<file path="config.mk">
export PLATFORM = sky130hd
export DESIGN_NAME = exc_state_regs
export DESIGN_NICKNAME = d
export VERILOG_FILES = /design/src/rtl/exc_pkg.sv /design/src/rtl/exc_status_reg.sv /design/src/rtl/exc_cause_reg.sv /design/src/rtl/exc_addr_regs.sv /design/src/rtl/exc_state_regs.sv
export SDC_FILE = /design/constraint.sdc
export NUM_CORES = 1
export LEC_CHECK = 0
export ABC_AREA = 1
export BUFFER_PORTS_ARGS = -buffer_cell sky130_fd_sc_hd__buf_2
export CAP_MARGIN = 40
export CORE_UTILIZATION = 35
export DETAILED_ROUTE_END_ITERATION = 16
export SYNTH_ARGS = -nofsm -noshare
export SYNTH_HDL_FRONTEND = slang
export SYNTH_HIERARCHICAL = 1
export SYNTH_SLANG_ARGS = --single-unit
</file>
<file path="constraint.sdc">
create_clock -name clk_i -period 0.8 [get_ports clk_i]
set_input_delay 0.04 -clock clk_i [delete_from_list [all_inputs] [get_ports clk_i]]
set_output_delay 0.04 -clock clk_i [all_outputs]
set_load 0.02 [all_outputs]
</file>
<file path="src/rtl/exc_pkg.sv">
package exc_pkg;
  localparam int unsigned XLEN       = 32;
  localparam int unsigned REG_AW     = 5;
  localparam int unsigned NUM_HW_IRQ = 5;
  localparam int unsigned CODE_W     = 4;
  localparam int unsigned MODE_W     = 6;
  localparam int unsigned MASK_W     = 8;

  // register numbers seen by software
  localparam logic [REG_AW-1:0] REG_BADADDR = REG_AW'(8);
  localparam logic [REG_AW-1:0] REG_STATUS  = REG_AW'(12);
  localparam logic [REG_AW-1:0] REG_CAUSE   = REG_AW'(13);
  localparam logic [REG_AW-1:0] REG_RETPC   = REG_AW'(14);

  // field positions
  localparam int unsigned MASK_LSB = 8;
  localparam int unsigned PEND_LSB = 8;
  localparam int unsigned CODE_LSB = 2;

  typedef enum logic [CODE_W-1:0] {
    EXC_INT      = 4'd0,
    EXC_ADDR_LD  = 4'd4,
    EXC_ADDR_ST  = 4'd5,
    EXC_BUS_FETCH= 4'd6,
    EXC_BUS_DATA = 4'd7,
    EXC_SYSCALL  = 4'd8,
    EXC_BREAK    = 4'd9,
    EXC_RSVD_OP  = 4'd10,
    EXC_OVERFLOW = 4'd12
  } exc_code_e;
endpackage

</file>
<file path="src/rtl/exc_status_reg.sv">
module exc_status_reg #(
  parameter int unsigned MODE_W = 6,
  parameter int unsigned MASK_W = 8
) (
  input  logic              clk_i,
  input  logic              rst_ni,
  input  logic              exc_i,
  input  logic              rfe_i,
  input  logic              we_i,
  input  logic [MASK_W-1:0] wmask_i,
  input  logic [MODE_W-1:0] wmode_i,
  output logic [MASK_W-1:0] mask_o,
  output logic [MODE_W-1:0] mode_o
);
  logic [MASK_W-1:0] mask_q;
  logic [MODE_W-1:0] mode_q;

  always_ff @(posedge clk_i or negedge rst_ni) begin
    if (!rst_ni) mask_q <= '0;
    else if (we_i) mask_q <= wmask_i;
  end

  // push beats pop beats write
  always_ff @(posedge clk_i or negedge rst_ni) begin
    if (!rst_ni)    mode_q <= '0;
    else if (exc_i) mode_q <= {mode_q[MODE_W-3:0], 2'b00};
    else if (rfe_i) mode_q <= {mode_q[MODE_W-1:MODE_W-2], mode_q[MODE_W-1:2]};
    else if (we_i)  mode_q <= wmode_i;
  end

  assign mask_o = mask_q;
  assign mode_o = mode_q;

  a_r3_push: assert property (@(posedge clk_i) disable iff (!rst_ni)
    exc_i |=> mode_q == {$past(mode_q[MODE_W-3:0]), 2'b00});
  a_r3_mask_kept: assert property (@(posedge clk_i) disable iff (!rst_ni)
    !we_i |=> $stable(mask_q));
  a_r9_pop: assert property (@(posedge clk_i) disable iff (!rst_ni)
    (rfe_i && !exc_i) |=> mode_q[MODE_W-1:MODE_W-2] == $past(mode_q[MODE_W-1:MODE_W-2])
                          && mode_q[MODE_W-3:0] == $past(mode_q[MODE_W-1:2]));
endmodule

</file>
<file path="src/rtl/exc_cause_reg.sv">
module exc_cause_reg #(
  parameter int unsigned NUM_HW_IRQ = 5,
  parameter int unsigned CODE_W     = 4
) (
  input  logic                  clk_i,
  input  logic                  rst_ni,
  input  logic                  exc_i,
  input  logic [CODE_W-1:0]     code_i,
  input  logic [NUM_HW_IRQ-1:0] irq_i,
  input  logic [NUM_HW_IRQ-1:0] ack_i,
  output logic [CODE_W-1:0]     code_o,
  output logic [NUM_HW_IRQ-1:0] pend_o
);
  logic [CODE_W-1:0]     code_q;
  logic [NUM_HW_IRQ-1:0] pend_q;

  always_ff @(posedge clk_i or negedge rst_ni) begin
    if (!rst_ni)    code_q <= '0;
    else if (exc_i) code_q <= code_i;
  end

  for (genvar i = 0; i < NUM_HW_IRQ; i++) begin : g_pend
    // a live line wins over an acknowledge
    always_ff @(posedge clk_i or negedge rst_ni) begin
      if (!rst_ni)       pend_q[i] <= 1'b0;
      else if (irq_i[i]) pend_q[i] <= 1'b1;
      else if (ack_i[i]) pend_q[i] <= 1'b0;
    end

    a_r7_set: assert property (@(posedge clk_i) disable iff (!rst_ni)
      irq_i[i] |=> pend_q[i]);
    a_r7_sticky: assert property (@(posedge clk_i) disable iff (!rst_ni)
      (pend_q[i] && !ack_i[i]) |=> pend_q[i]);
  end

  assign code_o = code_q;
  assign pend_o = pend_q;

  a_r4_code: assert property (@(posedge clk_i) disable iff (!rst_ni)
    exc_i |=> code_q == $past(code_i));
  a_r4_code_hold: assert property (@(posedge clk_i) disable iff (!rst_ni)
    !exc_i |=> $stable(code_q));
endmodule

</file>
<file path="src/rtl/exc_addr_regs.sv">
module exc_addr_regs #(
  parameter int unsigned XLEN = 32
) (
  input  logic            clk_i,
  input  logic            rst_ni,
  input  logic            exc_i,
  input  logic [XLEN-1:0] pc_next_i,
  input  logic            bad_valid_i,
  input  logic [XLEN-1:0] bad_addr_i,
  input  logic            retpc_we_i,
  input  logic [XLEN-1:0] wdata_i,
  output logic [XLEN-1:0] retpc_o,
  output logic [XLEN-1:0] bad_o
);
  localparam logic [XLEN-1:0] INSN_BYTES = XLEN'(4);

  logic [XLEN-1:0] retpc_q, bad_q;

  // undo the fetch increment so the handler sees the faulting instruction
  always_ff @(posedge clk_i or negedge rst_ni) begin
    if (!rst_ni)         retpc_q <= '0;
    else if (exc_i)      retpc_q <= pc_next_i - INSN_BYTES;
    else if (retpc_we_i) retpc_q <= wdata_i;
  end

  always_ff @(posedge clk_i or negedge rst_ni) begin
    if (!rst_ni)                   bad_q <= '0;
    else if (exc_i && bad_valid_i) bad_q <= bad_addr_i;
  end

  assign retpc_o = retpc_q;
  assign bad_o   = bad_q;

  a_r5_retpc: assert property (@(posedge clk_i) disable iff (!rst_ni)
    exc_i |=> retpc_q + INSN_BYTES == $past(pc_next_i));
  a_r6_bad_hold: assert property (@(posedge clk_i) disable iff (!rst_ni)
    !(exc_i && bad_valid_i) |=> $stable(bad_q));
endmodule

</file>
<file path="src/rtl/exc_state_regs.sv">
module exc_state_regs
  import exc_pkg::*;
#(
  parameter int unsigned XLEN_P   = XLEN,
  parameter int unsigned REG_AW_P = REG_AW,
  parameter int unsigned HW_IRQ_P = NUM_HW_IRQ
) (
  input  logic                clk_i,
  input  logic                rst_ni,
  input  logic                exc_valid_i,
  input  logic [CODE_W-1:0]   exc_code_i,
  input  logic [XLEN_P-1:0]   exc_pc_next_i,
  input  logic                exc_badaddr_valid_i,
  input  logic [XLEN_P-1:0]   exc_badaddr_i,
  input  logic                rfe_i,
  input  logic [HW_IRQ_P-1:0] irq_i,
  input  logic [HW_IRQ_P-1:0] irq_ack_i,
  input  logic                reg_we_i,
  input  logic [REG_AW_P-1:0] reg_waddr_i,
  input  logic [XLEN_P-1:0]   reg_wdata_i,
  input  logic [REG_AW_P-1:0] reg_raddr_i,
  output logic [XLEN_P-1:0]   reg_rdata_o,
  output logic                irq_req_o
);
  logic [MASK_W-1:0]   mask;
  logic [MODE_W-1:0]   mode;
  logic [CODE_W-1:0]   code;
  logic [HW_IRQ_P-1:0] pend;
  logic [XLEN_P-1:0]   retpc, bad;
  logic                status_we, retpc_we;

  assign status_we = reg_we_i && (reg_waddr_i == REG_AW_P'(REG_STATUS));
  assign retpc_we  = reg_we_i && (reg_waddr_i == REG_AW_P'(REG_RETPC));

  exc_status_reg #(.MODE_W(MODE_W), .MASK_W(MASK_W)) u_status (
    .clk_i   (clk_i),
    .rst_ni  (rst_ni),
    .exc_i   (exc_valid_i),
    .rfe_i   (rfe_i),
    .we_i    (status_we),
    .wmask_i (reg_wdata_i[MASK_LSB +: MASK_W]),
    .wmode_i (reg_wdata_i[MODE_W-1:0]),
    .mask_o  (mask),
    .mode_o  (mode)
  );

  exc_cause_reg #(.NUM_HW_IRQ(HW_IRQ_P), .CODE_W(CODE_W)) u_cause (
    .clk_i  (clk_i),
    .rst_ni (rst_ni),
    .exc_i  (exc_valid_i),
    .code_i (exc_code_i),
    .irq_i  (irq_i),
    .ack_i  (irq_ack_i),
    .code_o (code),
    .pend_o (pend)
  );

  exc_addr_regs #(.XLEN(XLEN_P)) u_addr (
    .clk_i       (clk_i),
    .rst_ni      (rst_ni),
    .exc_i       (exc_valid_i),
    .pc_next_i   (exc_pc_next_i),
    .bad_valid_i (exc_badaddr_valid_i),
    .bad_addr_i  (exc_badaddr_i),
    .retpc_we_i  (retpc_we),
    .wdata_i     (reg_wdata_i),
    .retpc_o     (retpc),
    .bad_o       (bad)
  );

  // hardware levels occupy the low end of the mask field
  assign irq_req_o = mode[0] && |(pend & mask[HW_IRQ_P-1:0]);

  always_comb begin
    reg_rdata_o = '0;
    unique case (reg_raddr_i)
      REG_AW_P'(REG_BADADDR): reg_rdata_o = bad;
      REG_AW_P'(REG_RETPC):   reg_rdata_o = retpc;
      REG_AW_P'(REG_STATUS): begin
        reg_rdata_o[MASK_LSB +: MASK_W] = mask;
        reg_rdata_o[MODE_W-1:0]         = mode;
      end
      REG_AW_P'(REG_CAUSE): begin
        reg_rdata_o[PEND_LSB +: HW_IRQ_P] = pend;
        reg_rdata_o[CODE_LSB +: CODE_W]   = code;
      end
      default: reg_rdata_o = '0;
    endcase
  end

  a_r8_no_req_disabled: assert property (@(posedge clk_i) disable iff (!rst_ni)
    !mode[0] |-> !irq_req_o);
  a_r8_no_req_idle: assert property (@(posedge clk_i) disable iff (!rst_ni)
    (pend == '0) |-> !irq_req_o);
  a_r3_entry_kernel: assert property (@(posedge clk_i) disable iff (!rst_ni)
    exc_valid_i |=> !irq_req_o);
endmodule

</file>
==> summary.txt, run 1 <==
Run status
  • Status: complete, but fails checks
  • Failing checks: negative setup slack

Yosys
  • Cell taking the most area after synthesis: dfrtp_1
  • Most frequent cells after synthesis: 222 x nand2_1, 92 x nand3_1, 87 x dfrtp_1
  • Syn_nets: 852
  • Syn_area_per_cell: 7.48 µm²
  • Top-area cell type share of the netlist area: 40.1%
  • Yosys reg bits: slightly below 90
  • Top-count cell post-synth: nand2_1
  • Dominant synthesized flop cell: dfrtp_1
  • Synth top area cells: dfrtp_1 40%, nand2_1 15%, nand3_1 8.5%, inv_1 5.7%, mux2_2 5.6%
  • Sequential cell area fraction in the yosys report: 40.1%
  • Area of the mapped netlist: 5430 µm²
  • Fraction of registers with async set/reset: 100%
  • Number of synthesized flops with an enable pin: 0
  • YS warnings: 6
  • Cells after synthesis: 725
  • Yosys cell types: 42

Route
  • Drt wl/cell: 15.1 µm
  • Initial drt markers: 283
  • DRC errors left: 0
  • Final ANT Viol Nets: 0
  • Routed Wire Length: 19200 µm
  • Via count: 5991
  • DRT Pass-1 Iters: 5
  • Vias per cell: 4.73

Pwr
  • Leakage power: 4.75 nW
  • Pwr dens: 1430 nW/µm²
  • Max VDD drop: 1.10 mV

Setup path
  • Setup crit end kind: output pin
  • R2r endpoint: u_status/mode_o[2]
  • Worst Path Buf+Inv: 1
  • Crit-path leading delay family: flip-flops
  • CP max stage delay: 410 ps
  • Worst R2R Path Depth: 4
  • Setup crit start: u_cause/pend_o[2]
  • Crit Path Class: reg2out
  • Number of cells on the critical path: 4
  • R2R setup slack: -230 ps
  • Slowest-stage cell, CP: dfrtp_1
  • Arrival @ worst endpoint: 1250 ps
  • Critical Path Sink: irq_req_o
  • Crit start category: flip-flop
  • Critical Path Fanout Max: 3
  • CP required: around 760 ps
  • Worst path cell trace: nand2_1 -> nand3_1 -> o21a_1 -> buf_6
  • Reg2reg start: u_status/mode_o[0]

Job
  • # Max-Cap Violations: 0

STA
  • Final setup vio count: 70
  • Worst rel slew slack: between 80% and 90%
  • Setup TNS: -15900 ps
  • RSZ-0062 raised after global routing: true
  • Fin crit share: 161%
  • Fin. Hold Viols: 0
  • Worst clock skew: 1.44 ps
  • Fin worst setup slack: -487 ps
  • Minimum clock period: 1290 ps
  • Worst Tran Pin Value: 262 ps
  • Max Slew Vio Count: 0
  • F_max: 777 MHz

Cells and area
  • NumNets Final: 1201
  • Multi-input gate area: 3250 µm²
  • Share of cells above drive strength 1: 44.9%
  • Area grow syn2layout: 73.0%
  • Final Core Density: approximately three fifths
  • Layout fillers: 1308
  • Area occupied by registers: 2180 µm²
  • ANT cells: 0

Global route
  • Number of global-route vias before repair: 5859
  • GRT met3 Usage: between 3 and 4%
  • Grt total ovfl: 0
  • Global route hottest layer: met2
  • Largest net degree at the start of global routing: 33
  • Initial antenna violation count: 0
  • Met1 GRT Util: 29.3%
  • Met2 Resource Use GR: a little over two fifths
  • First-pass GRT wire length: 29400 µm
  • Total GRT Usage: 23.5%

Min path
  • HP Class: in2reg

Clocking
  • Clk slew on worst S/H paths: 60 ps
  • CTS tree: built
  • Clk root buf: clkbuf_16
  • Clock sink count: 87
  • Clock buffer count from CTS: 9
  • Clk_lat worst skew: about 350 ps
  • CTS max path bufs: 2
  • H-tree levels: 3

Floorplanning
  • Rows: between 40 and 50
  • Die W: roughly 130 µm
  • Core area: 15100 µm²
  • Initial Util: 35.8%
  • Die area: ~16000 µm²
  • Chip height: 127 µm
  • IO Count: around 160

Placement
  • HPWL after DPL: 13300 µm
  • # port buffers: 158
  • Gpl congestion: 0.948
-- power breakdown --
part           total (mW)  leakage, nW  switching (mW)  internal, mW
logic                3.36         3.56            1.52          1.85
registers            5.34         1.03           0.394          4.94
clock network        4.68        0.159            1.84          2.84
total                13.4         4.75            3.75          9.63
-- cell families (layout without fill, tap and decap cells) --
family / Yosys count / in the layout / synth area share (%)
AOI/OAI and AO/OA: 58 / 58 / 7.17
adders and majority gates: 1 / 1 / 0.231
DFF: 87 / 87 / 40.1
and+or+nand+nor: 419 / 419 / 34.5
buffers and inverters: 117 / 471 / 9.52
xor gates and xnor gates: 11 / 11 / 1.78
muxes: 32 / 32 / 6.64
-- worst reg2reg max path, cell delays in order, from the launching register on --
cell     delay, ps
dfrtp_2        440
buf_6          130
or2_0          220
nand3_1         80
nand2_1         50
-- area by class of cell --
| cell class | instances | share of cell area (%) |
|---|---|---|
| multi-input combinational | 521 | 34.7 |
| timing repair buffer | 365 | 32.3 |
| sequential | 87 | 23.2 |
| inverter | 89 | 3.75 |
| clock buffer | 10 | 2.55 |
| tap | 188 | 2.51 |
| clock inverter | 6 | 0.960 |
| timing repair inverter | 1 | 0.0800 |
-- what timing repair did --
item | in CTS | in global routing
gates resized for setup | 147 | 77
endpoints found under the hold margin | 149 | 0
setup buffers | 24 | 22
endpoints found under the setup margin | 69 | 84
gates cloned | 2 | 3
hold buffers | 70 | 0
pin swaps | 63 | 66
-- through the flow --
| stage | std cells | power [mW] | setup slack, ps | hold WS [ps] | instance area, µm² |
|---|---|---|---|---|---|
| 6_report | 1267 | 13.4 | -487 | 9.63 | 9380 |
| 3_3_place_gp | 1135 | 7.69 | -566 | -77.9 | 7130 |
| 5_1_grt | 1267 | 14.0 | -542 | 8.55 | 9380 |
| 2_1_floorplan | 725 | 6.47 | -358 | -256 | 5480 |
| 3_5_place_dp | 1135 | 7.73 | -615 | -79.6 | 7130 |
| 4_1_cts | 1247 | 13.1 | -473 | 1.65 | 8900 |
-- worst min-delay path by stage --
stage / startpoint / endpoint / cells after the start
6_report: reg_wdata_i[25] / u_addr/retpc_o[25] / 5
5_1_grt: reg_wdata_i[21] / u_addr/retpc_o[21] / 4
4_1_cts: reg_wdata_i[25] / u_addr/retpc_o[25] / 5
3_5_place_dp: rst_ni / u_status/mask_o[1] / 1
3_3_place_gp: rst_ni / u_status/mask_o[1] / 1
2_1_floorplan: rst_ni / u_addr/bad_o[0] / 0
-- flip-flops by register name (all words and copies together) (netlist names) --
signal	count
u_addr/retpc_o	32
u_cause/code_o	4
u_status/mode_o	6
u_status/mask_o	8
u_cause/pend_o	5
u_addr/bad_o	32
-- layout by cell type (no fill, tap or decap), types with 13 or more instances in the layout --
cell and n:
buf_12 13, buf_2 120, buf_4 105, buf_6 52, dfrtp_1 86, dlygate4sd3_1 70, inv_1 78, mux2_2 25
nand2_1 192, nand2_2 29, nand3_1 55, nand3_2 38, nand4_1 22, nor2_1 45, o21ai_2 16
-- routing by layer --
metal	vias up	wire, µm
met5	-	0
met4	0	335
met3	27	928
met2	188	9640
met1	2735	8250
li1	3041	-
Power figures use the tool's default switching activity.
==> inputs of run 2 (changes only) <==
==> constraint.sdc (replaced) <==
create_clock -name clk_i -period 0.8 [get_ports clk_i]
set_input_delay 0.24 -clock clk_i [delete_from_list [all_inputs] [get_ports clk_i]]
set_output_delay 0.24 -clock clk_i [all_outputs]
set_load 0.02 [all_outputs]
==> run 2 against run 1 <==
Against the previous run: the flow still finishes with violations (negative setup slack); non-clock buffer count fell by 50; fmax shrank 15%; clock-buffer cell count decreased by 1; die area is the same; combinational power is 5% higher; clock power shrank 12%; register-to-register slack got worse by 70 ps; flip-flop and latch count unchanged; worst hold slack improved by 67 ps; largest cell class unchanged.
==> summary.txt, run 2 (synthesized netlist as in run 1, its figures left out) <==
Run status
  • Status: complete, but fails checks
  • Failing checks: negative setup slack

Setup path
  • Setup crit end kind: output pin
  • Critical Path Fanout Max: 6 (+3)
  • Crit-path leading delay family: buffers and inverters
  • Crit start category: primary input
  • Arrival @ worst endpoint: 1270 ps (+20 ps)
  • CP required: 560 ps (-200 ps)
  • CP max stage delay: 220 ps (-190 ps)
  • Worst path cell trace: buf_8 -> nor2_4 -> nand3_4 -> buf_12 -> o21ai_4 -> buf_6
  • Crit Path Class: in2out
  • Slowest-stage cell, CP: nand3_4
  • Worst Path Buf+Inv: 3 (+2)

Floorplanning
  • Core area: 15100 µm² (unchanged)
  • IO Count: 159 (unchanged)
  • Chip height: 127 µm (unchanged)
  • Initial Util: 35.8% (unchanged)
  • Die area: 16000 µm² (unchanged)
  • Rows: 45 (unchanged)
  • Die W: 127 µm (unchanged)

Global route
  • Largest net degree at the start of global routing: 51 (+55%)
  • First-pass GRT wire length: 30100 µm (+2.3%)
  • Number of global-route vias before repair: 5773 (-1.5%)
  • Total GRT Usage: 24.3% (+0.79 points)
  • Initial antenna violation count: 0 (unchanged)
  • Grt total ovfl: 0 (unchanged)

STA
  • Min Hold Slack: 76.5 ps (+66.9 ps)
  • Fin worst setup slack: -710 ps (-223 ps)
  • Worst Tran Pin Value: 372 ps (+110 ps)
  • Worst rel slew slack: 75.0% (-7.4 points)
  • Minimum clock period: 1510 ps (+223 ps)
  • Final setup vio count: 110 (+57%)
  • F_max: 662 MHz (-15%)
  • Setup TNS: -40240 ps (-24340 ps)
  • RSZ-0062 raised after global routing: true
  • Fin. Hold Viols: 0 (unchanged)
  • Fin crit share: 189% (+28 points)
  • Max Slew Vio Count: 0 (unchanged)
  • Worst clock skew: 8.36 ps (+6.92 ps)

Placement
  • HPWL after DPL: 13500 µm (+2.0%)
  • Post-placement setup slack: -975 ps (-359 ps)
  • Dpl cell area: 7640 µm² (+7.2%)
  • Gpl congestion: 0.889 (-6.3%)
  • # port buffers: 158 (unchanged)

Cells and area
  • Final Core Density: 61.7% (-0.26 points)
  • Layout fillers: 1304 (-0.31%)
  • Share of cells above drive strength 1: 51.2% (+6.3 points)
  • Most frequent cells in the layout: 167 x nand2_1, 119 x buf_2, 105 x buf_4
  • Area grow syn2layout: 72.2%
  • Most common cell after layout, fill and taps aside: nand2_1
  • Design area: 9340 µm² (-0.43%)
  • ANT cells: 0 (unchanged)
  • NumNets Final: 1152 (-4.1%)

Route
  • DRT Pass-1 Iters: 5 (unchanged)
  • Initial drt markers: 333 (+18%)
  • Routed Wire Length: 19500 µm (+2.1%)
  • Drt wl/cell: 16.1 µm (+6.2%)
  • Vias per cell: 4.93 (+4.3%)
  • DRC errors left: 0 (unchanged)
  • Final ANT Viol Nets: 0 (unchanged)
  • Via count: 6008 (+0.28%)

Pwr
  • Comb power frac: 27.3% (+2.2 points)
  • Clk network pwr share: 31.6% (-3.4 points)
  • Pwr dens: 1390 nW/µm² (-2.5%)
  • Flop pwr share: 41.1% (+1.2 points)
  • Switch share: 30.5% (+2.5 points)
  • Leakage power: 4.82 nW (+1.5%)
  • Internal power: 9.02 mW (-6.3%)
  • Max VDD drop: 1.41 mV (+29%)
  • P_sw: 3.96 mW (+5.6%)

Min path
  • HP Class: in2reg

Job
  • # Max-Cap Violations: 0 (unchanged)

Clocking
  • Clk root buf: clkbuf_16
  • Clock sink count: 87 (unchanged)
  • Clk_lat worst skew: 350 ps (about the same)
  • Clk slew on worst S/H paths: 60 ps (about the same)
  • Clock buffer count from CTS: 9 (unchanged)
  • H-tree levels: 3 (unchanged)
  • CTS max path bufs: 2 (unchanged)
  • CTS tree: built
-- run 2: cell count changes in the layout (fill, tap and decap cells not counted), sizes merged --
cell / change
clkinvlp: +2
buf: +17
inv: +2
clkbuf: -1
bufinv: -2
dlygate4sd3: -69
bufbuf: +2
-- run 2: power by group through the flow --
stage / Sequential (mW) / Clock [mW] / Combinational, mW
2_1_floorplan: 5.26 / 0 / 1.49
3_3_place_gp: 5.37 / 0 / 2.79
3_5_place_dp: 5.38 / 0 / 2.82
4_1_cts: 5.31 / 4.21 / 3.25
5_1_grt: 5.40 / 4.36 / 3.82
6_report: 5.34 / 4.11 / 3.54
-- run 2: layout make-up --
type / count / area, µm² / area share [%]
sequential: 87 / 2180 / 23.3
tap: 188 / 235 / 2.52
timing repair inverter: 2 / 15.0 / 0.161
multi-input combinational: 521 / 3550 / 38.0
timing repair buffer: 315 / 2720 / 29.1
inverter: 89 / 357 / 3.82
clock inverter: 7 / 63.8 / 0.683
clock buffer: 9 / 225 / 2.41
-- run 2: worst paths after layout --
check	slack (ps)	end	cells after the start	from
max reg2reg	-300	u_addr/retpc_o[9]	5	u_addr/retpc_o[9]
max	-710	reg_rdata_o[29]	6	reg_raddr_i[0]
min in group asynchronous	410	u_cause/pend_o[2]	3	rst_ni
min reg2reg	480	u_cause/code_o[0]	2	u_cause/code_o[0]
max in group asynchronous	120	u_addr/retpc_o[21]	3	rst_ni
min	80	u_cause/pend_o[0]	3	irq_i[0]
-- run 2: repair_timing --
| item | in CTS | in global routing |
|---|---|---|
| setup endpoints to repair | 112 | 110 |
| hold buffers | 1 | 0 |
| hold endpoints to repair | 87 | 0 |
| gates cloned | 10 | 2 |
| pin swaps | 47 | 54 |
| resized for setup | 156 | 94 |
| setup buffers | 27 | 11 |
-- run 2: worst min-delay path, stage by stage --
cell     delay, ps
buf_2           70
inv_1           30
nand2_1         50
-- run 2: through the flow --
stage / total power, mW / cells
2_1_floorplan: 6.75 / 725
3_3_place_gp: 8.17 / 1157
3_5_place_dp: 8.20 / 1157
4_1_cts: 12.8 / 1210
5_1_grt: 13.6 / 1218
6_report: 13.0 / 1218
-- run 2: per-layer routing --
| metal | track usage (%) | part of all wire, % |
|---|---|---|
| met1 | 34.3 | 46 |
| met2 | 38.3 | 48 |
| met3 | 4.13 | 4.6 |
| met4 | 6.95 | 1.7 |
| met5 | 0 | 0 |
